$ cat src/rtl/dbg_runctl_pkg.sv
package dbg_runctl_pkg;
  localparam int DATA_W = 32;
  localparam int ADDR_W = 32;

  localparam logic [ADDR_W-1:0] ADDR_DATA0   = 32'h04;
  localparam logic [ADDR_W-1:0] ADDR_CTL     = 32'h10;
  localparam logic [ADDR_W-1:0] ADDR_STAT    = 32'h11;
  localparam logic [ADDR_W-1:0] ADDR_HINFO   = 32'h12;
  localparam logic [ADDR_W-1:0] ADDR_CMDSTAT = 32'h16;
  localparam logic [ADDR_W-1:0] ADDR_CMD     = 32'h17;

  localparam int CTL_HALT_BIT   = 31;
  localparam int CTL_RESUME_BIT = 30;
  localparam int CTL_NDM_BIT    = 1;
  localparam int CTL_ACT_BIT    = 0;

  typedef enum logic [1:0] {OP_NOP = 2'd0, OP_READ = 2'd1, OP_WRITE = 2'd2, OP_BAD = 2'd3} reqOp_e;
  typedef enum logic [1:0] {RSP_SUCCESS = 2'd0, RSP_FAILED = 2'd1, RSP_BUSY = 2'd2} rspCode_e;
  typedef enum logic [1:0] {SRC_ZERO, SRC_CTL, SRC_STAT, SRC_ABS} rspSrc_e;
  typedef enum logic [1:0] {ABS_DATA0 = 2'd0, ABS_CMDSTAT = 2'd1, ABS_CMD = 2'd2} absSel_e;

  typedef struct packed {
    logic     load;
    logic     ctlWrite;
    rspCode_e code;
    rspSrc_e  src;
  } strobes_t;
endpackage

$ cat src/rtl/dbg_runctl_ctrl.sv
module dbg_runctl_ctrl
  import dbg_runctl_pkg::*;
(
  input  logic              clk,
  input  logic              rstN,
  input  logic              reqValid,
  input  logic [ADDR_W-1:0] reqAddr,
  input  logic [1:0]        reqOp,
  input  logic              rspReady,
  input  logic              absBusy,
  output logic              reqReady,
  output logic              rspValid,
  output logic              absAccValid,
  output logic [1:0]        absAccSel,
  output logic              absAccWrite,
  output strobes_t          stb
);
  logic     pend;
  logic     accept;
  logic     isWr;
  logic     fwd;
  logic     ctlWr;
  rspCode_e code;
  rspSrc_e  src;
  absSel_e  sel;

  assign accept = reqValid && !pend;
  assign isWr   = (reqOp == OP_WRITE);

  always_comb begin
    code  = RSP_SUCCESS;
    src   = SRC_ZERO;
    ctlWr = 1'b0;
    fwd   = 1'b0;
    sel   = ABS_DATA0;
    case (reqOp)
      OP_NOP: code = RSP_SUCCESS;
      OP_READ, OP_WRITE: begin
        case (reqAddr)
          ADDR_CTL: begin
            ctlWr = isWr;
            if (!isWr) src = SRC_CTL;
          end
          ADDR_STAT: begin
            if (!isWr) src = SRC_STAT;
          end
          ADDR_HINFO: src = SRC_ZERO;
          ADDR_DATA0, ADDR_CMD: begin
            if (absBusy) begin
              code = RSP_BUSY;
            end else begin
              fwd = 1'b1;
              if (!isWr) src = SRC_ABS;
            end
            sel = (reqAddr == ADDR_CMD) ? ABS_CMD : ABS_DATA0;
          end
          ADDR_CMDSTAT: begin
            fwd = 1'b1;
            sel = ABS_CMDSTAT;
            if (!isWr) src = SRC_ABS;
          end
          default: code = RSP_FAILED;
        endcase
      end
      default: code = RSP_FAILED;
    endcase
  end

  always_ff @(posedge clk) begin
    if (!rstN)                 pend <= 1'b0;
    else if (accept)           pend <= 1'b1;
    else if (pend && rspReady) pend <= 1'b0;
  end

  assign reqReady     = !pend;
  assign rspValid     = pend;
  assign absAccValid  = accept && fwd;
  assign absAccSel    = sel;
  assign absAccWrite  = isWr;
  assign stb.load     = accept;
  assign stb.ctlWrite = accept && ctlWr;
  assign stb.code     = code;
  assign stb.src      = src;

  AST_RSP_HELD: assert property (@(posedge clk) disable iff (!rstN)
    rspValid && !rspReady |=> rspValid);
  AST_FWD_THEN_RSP: assert property (@(posedge clk) disable iff (!rstN)
    absAccValid |=> rspValid);
  AST_BUSY_BLOCKS: assert property (@(posedge clk) disable iff (!rstN)
    absBusy && absAccValid |-> absAccSel == ABS_CMDSTAT);
endmodule

$ cat src/rtl/dbg_runctl_dp.sv
module dbg_runctl_dp
  import dbg_runctl_pkg::*;
#(
  parameter logic [3:0] VERSION = 4'd2
) (
  input  logic              clk,
  input  logic              rstN,
  input  strobes_t          stb,
  input  logic [3:0]        ctlWdata,
  input  logic              coreHalted,
  input  logic              coreRunning,
  input  logic              coreResumeAck,
  input  logic              coreHaveReset,
  input  logic [DATA_W-1:0] absRdata,
  output logic [DATA_W-1:0] rspData,
  output logic [1:0]        rspOp,
  output logic              haltReq,
  output logic              resumeReq,
  output logic              ndmReset
);
  logic dmActive, haltBit, ndmBit, resumePend;
  logic wHalt, wResume, wNdm, wAct;
  logic [DATA_W-1:0] ctlView, statView, rspNext;

  assign {wHalt, wResume, wNdm, wAct} = ctlWdata;

  always_comb begin
    ctlView = '0;
    ctlView[CTL_HALT_BIT]   = haltBit;
    ctlView[CTL_RESUME_BIT] = resumePend;
    ctlView[CTL_NDM_BIT]    = ndmBit;
    ctlView[CTL_ACT_BIT]    = dmActive;
  end

  always_comb begin
    statView = '0;
    statView[3:0] = VERSION;
    statView[9]   = coreHalted;
    statView[8]   = coreHalted;
    statView[11]  = coreRunning;
    statView[10]  = coreRunning;
    statView[17]  = coreResumeAck;
    statView[16]  = coreResumeAck;
    statView[19]  = coreHaveReset;
    statView[18]  = coreHaveReset;
  end

  always_comb begin
    case (stb.src)
      SRC_CTL:  rspNext = ctlView;
      SRC_STAT: rspNext = statView;
      SRC_ABS:  rspNext = absRdata;
      default:  rspNext = '0;
    endcase
  end

  always_ff @(posedge clk) begin
    if (!rstN) begin
      dmActive   <= 1'b0;
      haltBit    <= 1'b0;
      ndmBit     <= 1'b0;
      resumePend <= 1'b0;
    end else begin
      if (resumePend && coreResumeAck) resumePend <= 1'b0;
      if (stb.ctlWrite) begin
        dmActive <= wAct;
        if (wAct) begin
          haltBit <= wHalt;
          ndmBit  <= wNdm;
          if (wResume) resumePend <= 1'b1;
        end else begin
          haltBit    <= 1'b0;
          ndmBit     <= 1'b0;
          resumePend <= 1'b0;
        end
      end
    end
  end

  always_ff @(posedge clk) begin
    if (!rstN) begin
      rspData <= '0;
      rspOp   <= RSP_SUCCESS;
    end else if (stb.load) begin
      rspData <= rspNext;
      rspOp   <= stb.code;
    end
  end

  assign haltReq   = haltBit;
  assign resumeReq = resumePend;
  assign ndmReset  = ndmBit;

  AST_INACTIVE_QUIET: assert property (@(posedge clk) disable iff (!rstN)
    !dmActive |-> !haltBit && !resumePend && !ndmBit);
  AST_RESUME_RETIRES: assert property (@(posedge clk) disable iff (!rstN)
    resumePend && coreResumeAck && !stb.ctlWrite |=> !resumePend);
  AST_RSP_STABLE: assert property (@(posedge clk) disable iff (!rstN)
    !stb.load |=> $stable(rspData) && $stable(rspOp));
endmodule

$ cat src/rtl/dbg_runctl_top.sv
module dbg_runctl_top
  import dbg_runctl_pkg::*;
#(
  parameter logic [3:0] VERSION = 4'd2
) (
  input  logic              clk,
  input  logic              rstN,
  input  logic              reqValid,
  output logic              reqReady,
  input  logic [ADDR_W-1:0] reqAddr,
  input  logic [DATA_W-1:0] reqData,
  input  logic [1:0]        reqOp,
  output logic              rspValid,
  input  logic              rspReady,
  output logic [DATA_W-1:0] rspData,
  output logic [1:0]        rspOp,
  input  logic              coreHalted,
  input  logic              coreRunning,
  input  logic              coreResumeAck,
  input  logic              coreHaveReset,
  output logic              haltReq,
  output logic              resumeReq,
  output logic              ndmReset,
  input  logic              absBusy,
  input  logic [DATA_W-1:0] absRdata,
  output logic              absAccValid,
  output logic [1:0]        absAccSel,
  output logic              absAccWrite,
  output logic [DATA_W-1:0] absAccWdata
);
  strobes_t stb;

  dbg_runctl_ctrl u_ctrl (
    .clk(clk), .rstN(rstN), .reqValid(reqValid), .reqAddr(reqAddr), .reqOp(reqOp),
    .rspReady(rspReady), .absBusy(absBusy), .reqReady(reqReady), .rspValid(rspValid),
    .absAccValid(absAccValid), .absAccSel(absAccSel), .absAccWrite(absAccWrite), .stb(stb)
  );

  dbg_runctl_dp #(.VERSION(VERSION)) u_dp (
    .clk(clk), .rstN(rstN), .stb(stb),
    .ctlWdata({reqData[CTL_HALT_BIT], reqData[CTL_RESUME_BIT], reqData[CTL_NDM_BIT], reqData[CTL_ACT_BIT]}),
    .coreHalted(coreHalted), .coreRunning(coreRunning), .coreResumeAck(coreResumeAck),
    .coreHaveReset(coreHaveReset), .absRdata(absRdata), .rspData(rspData), .rspOp(rspOp),
    .haltReq(haltReq), .resumeReq(resumeReq), .ndmReset(ndmReset)
  );

  assign absAccWdata = reqData;
endmodule

$ cat config.mk
export PLATFORM = sky130hd
export DESIGN_NAME = dbg_runctl_top
export DESIGN_NICKNAME = d
export VERILOG_FILES = /design/src/rtl/dbg_runctl_pkg.sv /design/src/rtl/dbg_runctl_ctrl.sv /design/src/rtl/dbg_runctl_dp.sv /design/src/rtl/dbg_runctl_top.sv
export SDC_FILE = /design/constraint.sdc
export NUM_CORES = 1
export LEC_CHECK = 0
export ABC_CLOCK_PERIOD_IN_PS = 1700
export BUFFER_PORTS_ARGS = -buffer_cell sky130_fd_sc_hd__buf_2
export CAP_MARGIN = 25
export CORE_MARGIN = 2
export CORE_UTILIZATION = 35
export DETAILED_ROUTE_END_ITERATION = 16
export HOLD_SLACK_MARGIN = 0.02
export PLACE_DENSITY = 0.77
export SETUP_SLACK_MARGIN = 0.1
export SYNTH_ARGS = -nofsm -noshare
export SYNTH_HDL_FRONTEND = slang
export SYNTH_SLANG_ARGS = --single-unit
$ cat constraint.sdc
create_clock -name clk -period 1.7 [get_ports clk]
set_input_delay 0.34 -clock clk [delete_from_list [all_inputs] [get_ports clk]]
set_output_delay 0.34 -clock clk [all_outputs]
set_load 0.02 [all_outputs]
==> results_tabular.tex <==
\begin{tabular}{lr}
\hline
Metric & Value \\
\hline
\multicolumn{2}{l}{\textbf{Global routing}} \\
\quad Wire length of the first global-routing pass & 9321 um \\
\quad Overall overflow remaining after global route & 0 \\
\quad Via count of the first global-routing pass & 2099 \\
\quad Initial antenna violation count & 0 \\
\quad Largest net degree at the start of global routing & 32 \\
\quad Global routing usage summed across all routing layers & 17.91\% \\
\multicolumn{2}{l}{\textbf{Worst setup path}} \\
\quad FF-to-FF Start & u\_ctrl.rspValid \\
\quad Worst endpoint required time & 1.36 ns \\
\quad Startpoint Class & primary input \\
\quad Reg-to-reg slack, setup & 0.21 ns \\
\quad Type of destination of the critical path & output pin \\
\quad Class of the most critical setup path & primary input to output pin \\
\quad CP max FO & 3 \\
\quad Worst path arrival time & 1.76 ns \\
\quad Worst reg2reg endpoint & u\_dp.rspData[6] \\
\quad Path depth of the worst reg2reg path & 6 \\
\multicolumn{2}{l}{\textbf{Detailed routing}} \\
\quad Number of nets with antenna violations after routing & 0 \\
\quad Count of routing violations after the opening detailed-route iteration & 50 \\
\quad Number of vias after detailed routing & 2250 \\
\quad Post-DR vias/cell & 4.913 \\
\quad Detailed-route wire length & 6225 um \\
\quad Number of remaining DRC errors & 0 \\
\quad WL/cell & 13.59 um \\
\quad Iteration count of the initial detailed-routing pass & 4 \\
\multicolumn{2}{l}{\textbf{Power and ir drop}} \\
\quad Switching share of power & 25.65\% \\
\quad Power density cells & 572.8 nW/um\^{}2 \\
\quad NetSw & 0.4675 mW \\
\quad Comb pwr share & 16.9\% \\
\quad Leakage component of the power & 1.603 nW \\
\quad Final total power & 1.822 mW \\
\quad Clock power frac & 32.5\% \\
\quad Largest voltage drop on the vdd net & 0.0003519 V \\
\quad Part of the power in registers & 50.5\% \\
\quad Internal power consumption & 1.355 mW \\
\multicolumn{2}{l}{\textbf{Final layout}} \\
\quad Post-Route Utilization & 53.42\% \\
\quad Fill cells & 583 \\
\quad \# diodes & 0 \\
\quad Share of final-layout standard cells stronger than drive strength 1 & 55.35\% \\
\quad Nets@finish & 491 \\
\quad Relative area change from synthesis to final layout & 46.99\% \\
\quad Post-route standard cell area excluding fillers & 3182 um\^{}2 \\
\multicolumn{2}{l}{\textbf{Timing}} \\
\quad Final setup slack of the worst path & -0.3954 ns \\
\quad Clock skew & 0.005256 ns \\
\quad Unrepaired setup endpoints after global routing & true \\
\quad Worst slew margin relative to its limit & 78.45\% \\
\quad Hold Vio Cnt, Final & 0 \\
\quad Final critical path time including I/O delays and setup & 2.095 ns \\
\quad Worst Max-Slew Pin Slew & 0.3214 ns \\
\quad Tcrit/Tclk final & 123.3\% \\
\quad Max Transition Viols Final & 0 \\
\quad FMAX & 477.2 MHz \\
\quad Setup violators final & 34 \\
\multicolumn{2}{l}{\textbf{Logic synthesis}} \\
\quad Share of the yosys chip area belonging to registers & 36.07\% \\
\quad Area contributors post-synth & sky130\_fd\_sc\_hd\_\_dfxtp\_1 (36\%), sky130\_fd\_sc\_hd\_\_buf\_4 (11\%), sky130\_fd\_sc\_hd\_\_o21ai\_2 (8.1\%), sky130\_fd\_sc\_hd\_\_nand2\_1 (6.9\%), sky130\_fd\_sc\_hd\_\_inv\_1 (5.2\%) \\
\quad Count of state elements after synthesis & 39 \\
\quad Largest area contributor in the synthesized netlist & sky130\_fd\_sc\_hd\_\_dfxtp\_1 \\
\quad Post-Syn Area & 2165 um\^{}2 \\
\quad Mapped Avg Cell Area & 8.325 um\^{}2 \\
\quad Post-synth cell types & 41 \\
\quad Count of yosys warnings during synthesis & 0 \\
\quad Cell count after synthesis & 260 \\
\quad Fraction of post-synthesis cell area in the top cell type by area & 36.07\% \\
\quad Net count of the mapped netlist & 369 \\
\multicolumn{2}{l}{\textbf{Run status}} \\
\quad Outcome & finished with violations \\
\quad Violations in the final reports & setup timing \\
\multicolumn{2}{l}{\textbf{Floorplan}} \\
\quad Area enclosed by the die boundary & 6829 um\^{}2 \\
\quad DIE HEIGHT & 82.64 um \\
\quad Initial Util & 36.34\% \\
\quad Total I/O pin count & 182 \\
\quad Horiz. Die Dim & 82.64 um \\
\quad Core footprint & 5956 um\^{}2 \\
\quad Number of cell rows & 28 \\
\multicolumn{2}{l}{\textbf{Placed design}} \\
\quad Final weighted congestion in routability-driven placement & 0.8747 \\
\quad Instance area at placement & 2844 um\^{}2 \\
\quad Port buffer count & 125 \\
\quad Half-perimeter wire length after placement & 4737 um \\
\multicolumn{2}{l}{\textbf{Clock network}} \\
\quad H-tree depth & 2 \\
\quad TritonCTS clock tree & done \\
\quad Worst-skew pair later-pin latency & 0.28 ns \\
\quad Reg clk slew, reported paths & 0.07 ns \\
\quad Clock tree buffer depth & 2 \\
\quad Root cell of the clock tree & sky130\_fd\_sc\_hd\_\_clkbuf\_8 \\
\quad \# clock sinks & 39 \\
\quad Clock buffer count from CTS & 5 \\
\multicolumn{2}{l}{\textbf{Hold path}} \\
\quad Endpoint with the worst hold slack & u\_dp.rspData[14] \\
\quad Worst min-delay path class & primary input to flip-flop \\
\quad Hold-critical path depth & 3 \\
\quad Hold path start & absRdata[14] \\
\multicolumn{2}{l}{\textbf{Job}} \\
\quad Number of max-cap violations & 0 \\
\hline
\end{tabular}
## repair_timing
| action | 4_1_cts | 5_1_grt |
|---|---|---|
| endpoints found under the hold margin | 0 | 0 |
| hold buffers | 0 | 0 |
| buffers inserted | 6 | 3 |
| gates resized for setup | 27 | 6 |
| gates cloned | 3 | 0 |
| pin swaps | 12 | 8 |
| endpoints found under the setup margin | 39 | 41 |
## critical path: stages
cell and delay, ns:
sky130_fd_sc_hd__buf_6 0.09, sky130_fd_sc_hd__or4_4 0.56, sky130_fd_sc_hd__nor3_4 0.26, sky130_fd_sc_hd__nand2_4 0.12
sky130_fd_sc_hd__nor4b_4 0.21, sky130_fd_sc_hd__buf_4 0.18
## cell type report
class,instances,area (um^2),area share (%)
Sequential cell,39,780.7,24.54
Timing Repair Buffer,162,1047,32.91
Clock inverter,1,5.005,0.1573
Clock buffer,7,76.32,2.399
Inverter,30,112.6,3.539
Multi-Input combinational cell,144,1066,33.50
Tap cell,75,93.84,2.949
## per-stage QoR
stage	std cells	worst slack [ns]	hold WS [ns]	setup TNS, ns
after floorplan	260	-0.3241	0.4299	-1.257
after global placement	441	-0.5063	0.4296	-13.55
after detailed placement	441	-0.5254	0.4362	-12.87
after CTS	458	-0.3635	0.2830	-3.529
after global routing	458	-0.4604	0.2914	-3.696
final	458	-0.3954	0.2970	-2.592
## placed cells by master (no fill, tap or decap), types with 3 or more instances in the layout
cell type / synthesis / layout
sky130_fd_sc_hd__nand3_1: 3 / 3
sky130_fd_sc_hd__o21ai_2: 20 / 21
sky130_fd_sc_hd__nor2_1: 5 / 3
sky130_fd_sc_hd__nor3_2: 1 / 3
sky130_fd_sc_hd__buf_4: 32 / 28
sky130_fd_sc_hd__nor4b_4: 1 / 4
sky130_fd_sc_hd__buf_2: 5 / 118
sky130_fd_sc_hd__nand2_1: 40 / 38
sky130_fd_sc_hd__nor4_1: 4 / 4
sky130_fd_sc_hd__nand2b_1: 3 / 3
sky130_fd_sc_hd__or4_4: 3 / 3
sky130_fd_sc_hd__o21ai_1: 10 / 10
sky130_fd_sc_hd__nor3_1: 7 / 3
sky130_fd_sc_hd__a32oi_1: 10 / 10
sky130_fd_sc_hd__dfxtp_1: 39 / 39
sky130_fd_sc_hd__buf_6: 4 / 11
sky130_fd_sc_hd__nand4_1: 5 / 5
sky130_fd_sc_hd__inv_1: 30 / 30
sky130_fd_sc_hd__buf_16: 0 / 3
sky130_fd_sc_hd__mux2i_1: 3 / 3
sky130_fd_sc_hd__clkbuf_8: 0 / 5
## cells in the mapped netlist
cell type,n
sky130_fd_sc_hd__a32oi_1,10
sky130_fd_sc_hd__nand4_1,5
sky130_fd_sc_hd__a31oi_1,2
sky130_fd_sc_hd__dfxtp_1,39
sky130_fd_sc_hd__o21ai_0,2
sky130_fd_sc_hd__a41oi_1,1
sky130_fd_sc_hd__o21ai_1,10
sky130_fd_sc_hd__inv_1,30
sky130_fd_sc_hd__nor2_1,5
sky130_fd_sc_hd__a221oi_2,1
sky130_fd_sc_hd__nor4_2,1
sky130_fd_sc_hd__a311oi_1,1
sky130_fd_sc_hd__or4_4,3
sky130_fd_sc_hd__buf_2,5
sky130_fd_sc_hd__o21ai_2,20
sky130_fd_sc_hd__nand3_1,3
sky130_fd_sc_hd__mux2i_1,3
sky130_fd_sc_hd__nand2_1,40
sky130_fd_sc_hd__and3_1,2
sky130_fd_sc_hd__a211oi_1,1
sky130_fd_sc_hd__o221ai_1,1
sky130_fd_sc_hd__nor2_4,1
sky130_fd_sc_hd__and2_1,1
sky130_fd_sc_hd__or3b_2,1
sky130_fd_sc_hd__xor2_1,1
sky130_fd_sc_hd__ha_1,2
sky130_fd_sc_hd__a21oi_1,2
sky130_fd_sc_hd__o22ai_1,2
sky130_fd_sc_hd__nor3_2,1
sky130_fd_sc_hd__buf_4,32
sky130_fd_sc_hd__nor3_1,7
sky130_fd_sc_hd__nor2b_1,2
sky130_fd_sc_hd__nand2b_1,3
sky130_fd_sc_hd__and4_1,1
sky130_fd_sc_hd__nor4_1,4
sky130_fd_sc_hd__nor4b_1,3
sky130_fd_sc_hd__buf_6,4
sky130_fd_sc_hd__clkbuf_2,1
sky130_fd_sc_hd__or3_1,1
sky130_fd_sc_hd__clkbuf_1,5
sky130_fd_sc_hd__nor4b_4,1
## state kept, by name, summed over array words and instances, names as in the netlist
| register | count |
|---|---|
| u_dp.resumeReq | 1 |
| u_dp.dmActive | 1 |
| u_dp.rspOp | 2 |
| u_dp.haltReq | 1 |
| u_dp.ndmReset | 1 |
| u_dp.rspData | 32 |
| u_ctrl.rspValid | 1 |
## metal layers
metal	part of all wire (%)	vias to the layer above	GRT usage [%]
li1	-	1094	-
met1	36	1025	17.54
met2	53	115	35.16
met3	8.7	16	4.674
met4	2.4	0	7.213
met5	0	-	0
## how the worst max path moves through the flow
stage	start	endpoint	slack, ns	cells past startpoint
3_5_place_dp	reqAddr[13]	absAccSel[0]	-0.53	6
6_report	reqAddr[18]	absAccSel[1]	-0.40	6
5_1_grt	reqAddr[18]	absAccSel[0]	-0.46	6
4_1_cts	reqAddr[19]	absAccSel[1]	-0.36	6
3_3_place_gp	reqAddr[13]	absAccSel[0]	-0.51	6
2_1_floorplan	reqAddr[13]	absAccSel[0]	-0.32	4
## kinds of logic after synthesis
logic type / Yosys count / synth area share, %
simple gates: 85 / 21.56
flops: 39 / 36.07
fa+ha+maj: 2 / 1.156
buf+inv: 77 / 20.64
mux: 3 / 1.387
xor+xnor: 1 / 0.4047
compound gates: 53 / 18.79
## power by group through the flow
stage / clock [mW] / sequential (mW) / combinational (mW)
finish: 0.593 / 0.921 / 0.308
global route: 0.663 / 0.922 / 0.338
CTS: 0.623 / 0.921 / 0.305
detailed placement: 0 / 0.942 / 0.293
global placement: 0 / 0.943 / 0.287
floorplan: 0 / 0.948 / 0.222
No activity file was read; power rests on OpenSTA's default activity.
